<file path="src/rtl/uifl_pkg.sv">
package uifl_pkg;
  typedef enum logic [1:0] {
    SEL_ENABLE = 2'd0,
    SEL_FIFO   = 2'd1,
    SEL_SUPP   = 2'd2,
    SEL_NONE   = 2'd3
  } cfg_sel_e;

  localparam int NSRC = 7;

  localparam logic [5:0] CODE_LINE  = 6'h06;
  localparam logic [5:0] CODE_TMO   = 6'h0C;
  localparam logic [5:0] CODE_RXD   = 6'h04;
  localparam logic [5:0] CODE_TX    = 6'h02;
  localparam logic [5:0] CODE_MODEM = 6'h00;
  localparam logic [5:0] CODE_XOFF  = 6'h10;
  localparam logic [5:0] CODE_FLOW  = 6'h20;
  localparam logic [5:0] ID_IDLE    = 6'h01;

  // index 0 is the most urgent cause
  localparam logic [5:0] CODE_TBL [NSRC] = '{
    CODE_LINE, CODE_TMO, CODE_RXD, CODE_TX, CODE_MODEM, CODE_XOFF, CODE_FLOW
  };
endpackage

</file>
<file path="src/rtl/uifl_cfg.sv">
module uifl_cfg
  import uifl_pkg::*;
(
  input  logic       clk,
  input  logic       rst,
  input  logic       we,
  input  logic [1:0] sel,
  input  logic [7:0] wdata,
  output logic [7:0] ier_q,
  output logic [7:0] ier_n,
  output logic       fe_n,
  output logic [1:0] rxs_n,
  output logic [1:0] txs_n,
  output logic       wait_shift_n,
  output logic       rx_clr,
  output logic       tx_clr,
  output logic       dma
);
  logic       fe_q, wait_q;
  logic [1:0] rxs_q, txs_q;
  logic       wr_fifo;

  assign wr_fifo = we && (sel == SEL_FIFO);

  always_comb begin
    ier_n        = (we && sel == SEL_ENABLE) ? wdata : ier_q;
    fe_n         = wr_fifo ? wdata[0]   : fe_q;
    txs_n        = wr_fifo ? wdata[5:4] : txs_q;
    rxs_n        = wr_fifo ? wdata[7:6] : rxs_q;
    wait_shift_n = (we && sel == SEL_SUPP) ? wdata[0] : wait_q;
  end

  always_ff @(posedge clk) begin
    if (rst) begin
      ier_q  <= '0;
      fe_q   <= 1'b0;
      rxs_q  <= '0;
      txs_q  <= '0;
      wait_q <= 1'b0;
      rx_clr <= 1'b0;
      tx_clr <= 1'b0;
      dma    <= 1'b0;
    end else begin
      ier_q  <= ier_n;
      fe_q   <= fe_n;
      rxs_q  <= rxs_n;
      txs_q  <= txs_n;
      wait_q <= wait_shift_n;
      rx_clr <= wr_fifo && wdata[1];
      tx_clr <= wr_fifo && wdata[2];
      if (wr_fifo) dma <= wdata[3];
    end
  end
endmodule

</file>
<file path="src/rtl/uifl_trig.sv">
module uifl_trig #(
  parameter int DEPTH = 64,
  parameter int RX_T0 = 8,
  parameter int RX_T1 = 16,
  parameter int RX_T2 = 56,
  parameter int RX_T3 = 60,
  parameter int TX_T0 = 8,
  parameter int TX_T1 = 16,
  parameter int TX_T2 = 32,
  parameter int TX_T3 = 56,
  localparam int LW = $clog2(DEPTH + 1)
) (
  input  logic          fe,
  input  logic [1:0]    rxs,
  input  logic [1:0]    txs,
  input  logic          wait_shift,
  input  logic [LW-1:0] rx_level,
  input  logic [LW-1:0] tx_level,
  input  logic          tx_shift_empty,
  output logic          rx_hit,
  output logic          tx_cond
);
  localparam int RX_TBL [4] = '{RX_T0, RX_T1, RX_T2, RX_T3};
  localparam int TX_TBL [4] = '{TX_T0, TX_T1, TX_T2, TX_T3};

  logic [LW:0] rx_thr, tx_thr, space;
  logic        tx_idle;

  always_comb begin
    rx_thr  = (LW+1)'(RX_TBL[rxs]);
    tx_thr  = (LW+1)'(TX_TBL[txs]);
    space   = (LW+1)'(DEPTH) - {1'b0, tx_level};
    tx_idle = (tx_level == '0);
    rx_hit  = fe ? ({1'b0, rx_level} >= rx_thr) : (rx_level != '0);
    if (wait_shift)
      tx_cond = tx_idle && tx_shift_empty;
    else if (fe)
      tx_cond = (space >= tx_thr);
    else
      tx_cond = tx_idle;
  end
endmodule

</file>
<file path="src/rtl/uifl_src.sv">
module uifl_src (
  input  logic clk,
  input  logic rst,
  input  logic rx_tmo,
  input  logic xoff_det,
  input  logic flow_chg,
  input  logic rx_empty,
  input  logic tx_cond,
  input  logic tx_en_rise,
  input  logic thr_we,
  input  logic rd_tmo,
  input  logic rd_tx,
  input  logic rd_xoff,
  input  logic rd_flow,
  output logic tmo_n,
  output logic xoff_n,
  output logic flow_n,
  output logic ack_n
);
  logic tmo_q, xoff_q, flow_q, ack_q;

  always_comb begin
    tmo_n = tmo_q;
    if (rx_tmo) tmo_n = 1'b1;
    else if (rx_empty || rd_tmo) tmo_n = 1'b0;

    xoff_n = xoff_q;
    if (xoff_det) xoff_n = 1'b1;
    else if (rd_xoff) xoff_n = 1'b0;

    flow_n = flow_q;
    if (flow_chg) flow_n = 1'b1;
    else if (rd_flow) flow_n = 1'b0;

    if (!tx_cond || tx_en_rise) ack_n = 1'b0;
    else ack_n = ack_q || thr_we || rd_tx;
  end

  always_ff @(posedge clk) begin
    if (rst) begin
      tmo_q  <= 1'b0;
      xoff_q <= 1'b0;
      flow_q <= 1'b0;
      ack_q  <= 1'b0;
    end else begin
      tmo_q  <= tmo_n;
      xoff_q <= xoff_n;
      flow_q <= flow_n;
      ack_q  <= ack_n;
    end
  end
endmodule

</file>
<file path="src/rtl/uifl_prio.sv">
module uifl_prio
  import uifl_pkg::*;
(
  input  logic [NSRC-1:0] req,
  output logic            pend,
  output logic [5:0]      code
);
  always_comb begin
    pend = 1'b0;
    code = ID_IDLE;
    for (int i = NSRC - 1; i >= 0; i--) begin
      if (req[i]) begin
        pend = 1'b1;
        code = CODE_TBL[i];
      end
    end
  end
endmodule

</file>
<file path="src/rtl/uart_irq_ident.sv">
module uart_irq_ident
  import uifl_pkg::*;
#(
  parameter int DEPTH = 64,
  localparam int LW = $clog2(DEPTH + 1)
) (
  input  logic          clk,
  input  logic          rst,
  input  logic          cfg_we,
  input  logic [1:0]    cfg_sel,
  input  logic [7:0]    cfg_wdata,
  input  logic          id_rd,
  input  logic          thr_we,
  input  logic [LW-1:0] rx_level,
  input  logic [LW-1:0] tx_level,
  input  logic          tx_shift_empty,
  input  logic          line_err,
  input  logic          rx_tmo,
  input  logic          modem_chg,
  input  logic          xoff_det,
  input  logic          flow_chg,
  output logic          irq,
  output logic [7:0]    id_byte,
  output logic          rx_fifo_clr,
  output logic          tx_fifo_clr,
  output logic          dma_sel
);
  logic [7:0]      ier_q, ier_n;
  logic            fe_n, wait_n;
  logic [1:0]      rxs_n, txs_n;
  logic            rx_hit, tx_cond;
  logic            tmo_n, xoff_n, flow_n, ack_n;
  logic [NSRC-1:0] req;
  logic            pend;
  logic [5:0]      code;
  logic [5:0]      shown;

  assign shown = id_byte[5:0];

  uifl_cfg u_cfg (
    .clk(clk), .rst(rst), .we(cfg_we), .sel(cfg_sel), .wdata(cfg_wdata),
    .ier_q(ier_q), .ier_n(ier_n), .fe_n(fe_n), .rxs_n(rxs_n), .txs_n(txs_n),
    .wait_shift_n(wait_n), .rx_clr(rx_fifo_clr), .tx_clr(tx_fifo_clr),
    .dma(dma_sel)
  );

  uifl_trig #(.DEPTH(DEPTH)) u_trig (
    .fe(fe_n), .rxs(rxs_n), .txs(txs_n), .wait_shift(wait_n),
    .rx_level(rx_level), .tx_level(tx_level), .tx_shift_empty(tx_shift_empty),
    .rx_hit(rx_hit), .tx_cond(tx_cond)
  );

  uifl_src u_src (
    .clk(clk), .rst(rst), .rx_tmo(rx_tmo), .xoff_det(xoff_det),
    .flow_chg(flow_chg), .rx_empty(rx_level == '0), .tx_cond(tx_cond),
    .tx_en_rise(ier_n[1] && !ier_q[1]), .thr_we(thr_we),
    .rd_tmo(id_rd && shown == CODE_TMO), .rd_tx(id_rd && shown == CODE_TX),
    .rd_xoff(id_rd && shown == CODE_XOFF), .rd_flow(id_rd && shown == CODE_FLOW),
    .tmo_n(tmo_n), .xoff_n(xoff_n), .flow_n(flow_n), .ack_n(ack_n)
  );

  always_comb begin
    req[0] = line_err  && ier_n[2];
    req[1] = tmo_n     && ier_n[0];
    req[2] = rx_hit    && ier_n[0];
    req[3] = tx_cond   && !ack_n && ier_n[1];
    req[4] = modem_chg && ier_n[3];
    req[5] = xoff_n    && ier_n[5];
    req[6] = flow_n    && ier_n[7];
  end

  uifl_prio u_prio (.req(req), .pend(pend), .code(code));

  always_ff @(posedge clk) begin
    if (rst) begin
      irq     <= 1'b0;
      id_byte <= {2'b00, ID_IDLE};
    end else begin
      irq     <= pend;
      id_byte <= {fe_n, fe_n, code};
    end
  end
endmodule

</file>
<file path="config.mk">
export PLATFORM = sky130hd
export DESIGN_NAME = uart_irq_ident
export DESIGN_NICKNAME = d
export VERILOG_FILES = /design/src/rtl/uifl_pkg.sv /design/src/rtl/uifl_cfg.sv /design/src/rtl/uifl_trig.sv /design/src/rtl/uifl_src.sv /design/src/rtl/uifl_prio.sv /design/src/rtl/uart_irq_ident.sv
export SDC_FILE = /design/constraint.sdc
export NUM_CORES = 1
export LEC_CHECK = 0
export ABC_AREA = 0
export BUFFER_PORTS_ARGS = -buffer_cell sky130_fd_sc_hd__buf_2
export CORE_MARGIN = 4
export CORE_UTILIZATION = 50
export DETAILED_ROUTE_END_ITERATION = 16
export HOLD_SLACK_MARGIN = 0.12
export PLACE_DENSITY = 0.8
export SYNTH_ARGS = -nofsm -noshare
export SYNTH_HDL_FRONTEND = slang
export SYNTH_SLANG_ARGS = --single-unit
</file>
<file path="constraint.sdc">
create_clock -name clk -period 7.2 [get_ports clk]
set_input_delay 0.72 -clock clk [delete_from_list [all_inputs] [get_ports clk]]
set_output_delay 0.72 -clock clk [all_outputs]
set_load 0.02 [all_outputs]
</file>
== Word level (Yosys, flattened, before mapping) ==
Index checks and enable logic that the tools add are counted.

* Output and inout bits: 12
* Flip-flop bits (word level): 29
* Logic and storage cells: 99
* Input port bits: 35

* Order comparisons: 4
* Add/subtract/negate cells: 1
* Bitwise gates (word level): 2
* Reductions and logical operators: 33
* Eq/ne operators: 6
* Mux-type cells: 35

{| class="wikitable"
|+ Operators with widths
! kind !! number
|-
| binary-select mux 32 bit (select 2 bit) || 2
|-
| two-way mux 8 bit || 5
|-
| logical AND 1 bit || 19
|-
| two-way mux 1 bit || 19
|-
| two-way mux 4 bit || 4
|-
| zero test 7 bit || 2
|-
| greater-or-equal comparator 7 x 8 -> 1 bit || 1
|-
| greater-or-equal comparator 8 bit || 1
|-
| subtractor 7 x 7 -> 8 bit, first input constant || 1
|-
| nonzero test 7 bit || 1
|-
| OR reduction 7 bit || 1
|-
| equality test 6 x 2 -> 1 bit, second input constant || 1
|-
| equality test 6 x 4 -> 1 bit, second input constant || 1
|-
| equality test 6 x 5 -> 1 bit, second input constant || 1
|-
| equality test 6 bit, second input constant || 1
|-
| greater-or-equal comparator 3 bit, second input constant || 2
|-
| two-way mux 6 bit || 1
|-
| inverter 2 -> 3 bit || 2
|-
| OR reduction 6 bit || 1
|-
| two-way mux 5 bit || 1
|-
| logical OR 1 bit || 4
|-
| two-way mux 2 bit || 2
|-
| zero test 1 bit || 3
|-
| two-way mux 3 bit || 1
|-
| 4 further kinds || 4
|}

== Logic depth before layout (Yosys ltp) ==
* Word-level depth: 20
* Mapped depth: 11
* Depth with buffers taken out: 10

== Cells and area by module ==
A second synthesis with hierarchy kept.

* Cell total of the unflattened synthesis: 188
* Area total of the unflattened synthesis: 1826.8 um^2

{| class="wikitable"
|+ By module, submodules not included
! module !! times used !! area each (um^2) !! cells an instance !! sequential area each (um^2)
|-
| uifl_cfg || 1 || 907.1 || 80 || 340.3
|-
| uart_irq_ident || 1 || 351.6 || 37 || 160.2
|-
| uifl_trig || 1 || 304.0 || 41 || 0.0
|-
| uifl_src || 1 || 163.9 || 19 || 80.1
|-
| uifl_prio || 1 || 100.1 || 11 || 0.0
|}

== Worst setup path after synthesis ==
OpenSTA, ideal clock, no wires.

* Kind: input port to flip-flop
* From: input tx_level[1]
* To: register irq
* Required time: 7085 ps
* Path slack: 4088 ps
* Setup time: 115 ps
* Arrival time: 2997 ps
* Stages on the path: 10
* Buffers on the path: 0
* Cells stage by stage: or3_2 -> nor3_1 -> xnor2_1 -> ha_1 -> or4_4 -> o22ai_2 -> a32oi_1 -> o21ai_2 -> o2111ai_2 -> o21ba_1

* Word-level cells in the longest chain between the ends: 14
* Elaborated cells between the ends (all ways): 16
* Classes of those cells: add/sub (1); order compare (1); mux (7); reduce/logical (7)

{| class="wikitable"
|+ Ends and longest elaborated chain
! element !! line !! RTL
|-
| start: declaration || uart_irq_ident.sv:15 || <nowiki>input logic [LW-1:0] tx_level,</nowiki>
|-
| subtractor 7 x 7 -> 8 bit || uifl_trig.sv:32 || <nowiki>space = (LW+1)'(DEPTH) - {1'b0, tx_level};</nowiki>
|-
| greater-or-equal comparator 8 bit || uifl_trig.sv:38 || <nowiki>tx_cond = (space >= tx_thr);</nowiki>
|-
| two-way mux 1 bit || uifl_trig.sv:37 || <nowiki>else if (fe)</nowiki>
|-
| two-way mux 1 bit (*) || uifl_trig.sv:35 || <nowiki>if (wait_shift)</nowiki>
|-
| zero test 1 bit || uifl_src.sv:35 || <nowiki>if (!tx_cond || tx_en_rise) ack_n = 1'b0;</nowiki>
|-
| logical OR 1 bit || uifl_src.sv:35 ||
|-
| two-way mux 1 bit || uifl_src.sv:35 ||
|-
| zero test 1 bit || uart_irq_ident.sv:66 || <nowiki>req[3] = tx_cond && !ack_n && ier_n[1];</nowiki>
|-
| logical AND 1 bit (*) (2 in series) || uart_irq_ident.sv:66 ||
|-
| two-way mux 1 bit (*) (4 in series) || uifl_prio.sv:12 || <nowiki>if (req[i]) begin</nowiki>
|-
| end signal: assignment || uart_irq_ident.sv:79 || <nowiki>irq <= pend;</nowiki>
|-
| end: declaration || uart_irq_ident.sv:22 || <nowiki>output logic irq,</nowiki>
|}

Every way passes the cells marked *; elsewhere a longest branch is shown, timed or not.
A chain may end at the register's enable or synchronous reset.

== Final worst setup path ==
* From: input cfg_sel[1]
* To: register irq

* Word-level cells in the longest chain between the ends: 20
* Elaborated cells between the ends (all ways): 44
* Classes of those cells: order compare (2); eq/ne (2); mux (22); bitwise (2); reduce/logical (16)

{| class="wikitable"
|+ Ends and longest elaborated chain
! element !! line !! RTL
|-
| start: declaration || uart_irq_ident.sv:10 || <nowiki>input logic [1:0] cfg_sel,</nowiki>
|-
| equality test 2 x 1 -> 1 bit || uifl_cfg.sv:23 || <nowiki>assign wr_fifo = we && (sel == SEL_FIFO);</nowiki>
|-
| logical AND 1 bit || uifl_cfg.sv:23 ||
|-
| two-way mux 2 bit || uifl_cfg.sv:28 || <nowiki>txs_n = wr_fifo ? wdata[5:4] : txs_q;</nowiki>
|-
| inverter 2 -> 3 bit (not written as such) || uifl_trig.sv:31 || <nowiki>tx_thr = (LW+1)'(TX_TBL[txs]);</nowiki>
|-
| binary-select mux 32 bit (select 2 bit) || uifl_trig.sv:31 ||
|-
| two-way mux 8 bit (not written as such) (2 in series) || uifl_trig.sv:31 ||
|-
| greater-or-equal comparator 8 bit || uifl_trig.sv:38 ||
|-
| two-way mux 1 bit || uifl_trig.sv:37 ||
|-
| two-way mux 1 bit || uifl_trig.sv:35 ||
|-
| zero test 1 bit || uifl_src.sv:35 ||
|-
| logical OR 1 bit || uifl_src.sv:35 ||
|-
| two-way mux 1 bit || uifl_src.sv:35 ||
|-
| zero test 1 bit || uart_irq_ident.sv:66 ||
|-
| logical AND 1 bit (2 in series) || uart_irq_ident.sv:66 ||
|-
| two-way mux 1 bit (3 in series) || uifl_prio.sv:12 ||
|-
| two-way mux 1 bit (*) || uifl_prio.sv:12 ||
|}

Every way passes the cells marked *; elsewhere a longest branch is shown, timed or not. The select of a mux whose other input is x is not followed.

==> summary.md <==
| Metric | Value |
|---|---|
| Status | `finished, final reports clean` |
| PwrDens | `170 mW/mm2` |
| Setup crit end kind | `flop` |
| Global placer's final weighted congestion | `~0.79` |
| Layout cells sized above 1 | `0.333` |
| Row count | `18` |
| Vias in the first global route | `between 1000 and 1500` |
| FF+latch count, synth | `26` |
| Setup Fix Bufs, Post-CTS | `0` |
| Core area | `0.00254 mm2` |
| Crit Path Category | `input port to flop` |
| CTS H-tree lvls | `1` |
| Final period demand of the worst path | `between 3 and 4 ns` |
| Total negative setup slack | `0 ns` |
| RSZ-0062 raised after global routing | `no` |
| Syn avg cell area | `about 9.6 um2` |
| Final Cycle Share | `0.436` |
| FF+latch area | `520 um2` |
| Design Area, Final | `0.00165 mm2` |
| Slew @ Worst Pin | `about 0.46 ns` |
| Global-route wire length before repair | `4700 um` |
| Number of synthesized flops with an enable pin | `0` |
| Async SR Flop Fraction | `0` |
| Nets@finish | `232` |
| Initial antenna violation count | `0` |
| Buffers on Ports | `46` |
| Die area | `approximately 0.0037 mm2` |
| Residual DRC count | `0` |
| Switching pwr | `between 70 and 80 uW` |
| Clock slew at reported path FFs | `around 0.14 ns` |
| DRT Pass-1 Iters | `4` |
| Clock Sinks | `26` |
| Largest net degree at the start of global routing | `25` |
| Clock Tree Buf Depth | `2` |
| Root Driver | `clkbuf_4` |
| Pins Over Slew Limit | `0` |
| Final wirelength | `2910 um` |
| Switching share of power | `0.264` |
| Die Y | `slightly above 60 um` |
| Setup violators final | `0` |
| Top FF cell, synth | `dfxtp_1` |
| CTS Hold Bufs | `0` |
| CTS tree | `yes` |
| N_diodes | `0` |
| DRT iter0 DRCs | `27` |
| Reg power frac | `0.544` |
| Fmax | `318 MHz` |
| Syn Inst Count | `between 100 and 150` |
| Area grow syn2layout | `19.8%` |
| Max cap viols | `0` |
| Clock skew | `around 0.0063 ns` |
| Pre-CTS setup slack | `3.69 ns` |
| Clock share of power | `0.256` |
| Most common cell after layout, fill and taps aside | `buf_2` |
| Hpwl dp | `2420 um` |
| Slew HR | `0.691` |
| ANT nets after route | `0` |
| Synthesized netlist net count | `about 190` |
| Vias/cell | `~5.5` |
| Ys Warns | `0` |
| Combinational Power Share | `0.200` |
| Most frequent cells in the layout | `buf_2 (46), dfxtp_1 (26), nor2_1 (20)` |
| Post-CTS Resized | `0` |
| DR vias | `1209` |
| Multi-input logic area | `798 um2` |
| CTS Buf Count | `3` |
| Power consumption | `roughly 280 uW` |
| Crit Path Max Fanout | `8` |
| Hold Crit Class | `flop to flop` |
| DIE WIDTH | `about 60 um` |
| Internal power | `between 200 and 250 uW` |
| Clk_lat worst skew | `roughly 0.31 ns` |
| Global route overflow | `0` |
| Mapped Area | `about 0.0014 mm2` |
| Post-synthesis sequential area ratio | `0.378` |
| Worst vdd ir | `0.000136 V` |
| Tot GR Track Use | `0.171` |
| Initial core utilization | `0.541` |
| Leak Pwr | `about 0.00077 uW` |
| CP Data Required Time | `between 7 and 8 ns` |
| I/O Pins | `47` |
| WHS | `about 0.51 ns` |
| Crit start category | `input port` |
| # fillers | `approximately 230` |
| Routed len/inst | `13.3 um` |
| Final Hold Viols | `0` |
| Setup ws final | `between 4 and 5 ns` |
| Synth cell types | `47` |
| Placed Area | `0.00161 mm2` |
| WP data arrival | `around 3.4 ns` |
[logic make-up after synthesis]
kind of cell / synth area share
AND/OR/NAND/NOR: 0.256
flip-flops: 0.378
AO/OA/AOI/OAI: 0.140
multiplexers: 0.0945
buffers and inverters: 0.0418
adder cells (fa/ha/maj): 0.0636
XOR/XNOR: 0.0255
[flip-flops by register name, indices dropped and copies added (netlist names), 2 cells and up]
register and count:
u_cfg.rxs_q 2, id_byte 7, u_cfg.ier_q 6, u_cfg.txs_q 2
[worst paths after layout]
| check | slack (ns) | depth (start not counted) | start | end |
|---|---|---|---|---|
| max | 4.06 | 11 | cfg_sel[1] | irq$_SDFF_PP0_ |
| min | 0.51 | 2 | u_cfg.ier_q[2]$_SDFF_PP0_ | u_cfg.ier_q[2]$_SDFF_PP0_ |
| max reg2reg | 4.81 | 9 | u_cfg.rxs_q[1]$_SDFF_PP0_ | irq$_SDFF_PP0_ |
| min reg2reg | 0.51 | 2 | u_cfg.ier_q[2]$_SDFF_PP0_ | u_cfg.ier_q[2]$_SDFF_PP0_ |
[routing by layer]
metal	up-vias	part of all wire	GRT usage
li1	611	-	-
met1	564	0.43	0.196
met4	0	0.0055	0.0681
met2	32	0.49	0.307
met3	2	0.067	0.0362
met5	-	0	0
[power groups by stage]
stage / Combinational [uW] / Clock [uW] / Sequential (uW)
after CTS: 56.5 / 73.1 / 153
final: 56.1 / 72.0 / 153
after global placement: 54.1 / 0 / 156
after detailed placement: 56.2 / 0 / 156
after floorplan: 32.6 / 0 / 159
after global routing: 62.7 / 81.6 / 154
[metrics by stage]
step	instances	util
2_1_floorplan	144	-
3_3_place_gp	215	0.634
3_5_place_dp	215	0.634
4_1_cts	219	0.648
5_1_grt	219	0.648
6_report	219	0.648
[critical path, cell delays in order]
cell and delay (ns):
buf_2 0.12, nand3b_1 0.41, mux2i_1 0.42, nor2b_1 0.18
ha_1 0.24, nor4bb_1 0.14, o311ai_0 0.31, nand4bb_1 0.16
a2bb2oi_2 0.23, o2111ai_2 0.22, o21ba_1 0.21
[cell usage after synthesis (all sizes together), types with 2 or more instances]
cell	n	area share
nand2	5	0.014
clkbuf	2	0.0055
dfxtp	26	0.38
o21ai	4	0.017
a21oi	5	0.018
nor3	5	0.022
nor3b	3	0.016
nor4	3	0.018
or2	2	0.0091
nor2b	5	0.025
o211a	2	0.015
ha	7	0.064
nand4b	2	0.013
mux2i	13	0.095
buf	4	0.023
nand2b	2	0.0091
a32oi	2	0.013
inv	5	0.014
nand3b	2	0.011
a31oi	3	0.014
nor2	20	0.055
xnor2	4	0.025
[final cells by class]
cell class              count  share of cell area
multi-input cells         107               0.484
flip-flops and latches     26               0.316
repair buffers             47               0.144
well taps                  30              0.0228
clock buffers               4              0.0220
inverters                   5              0.0114
No activity file was read; power rests on OpenSTA's default activity.
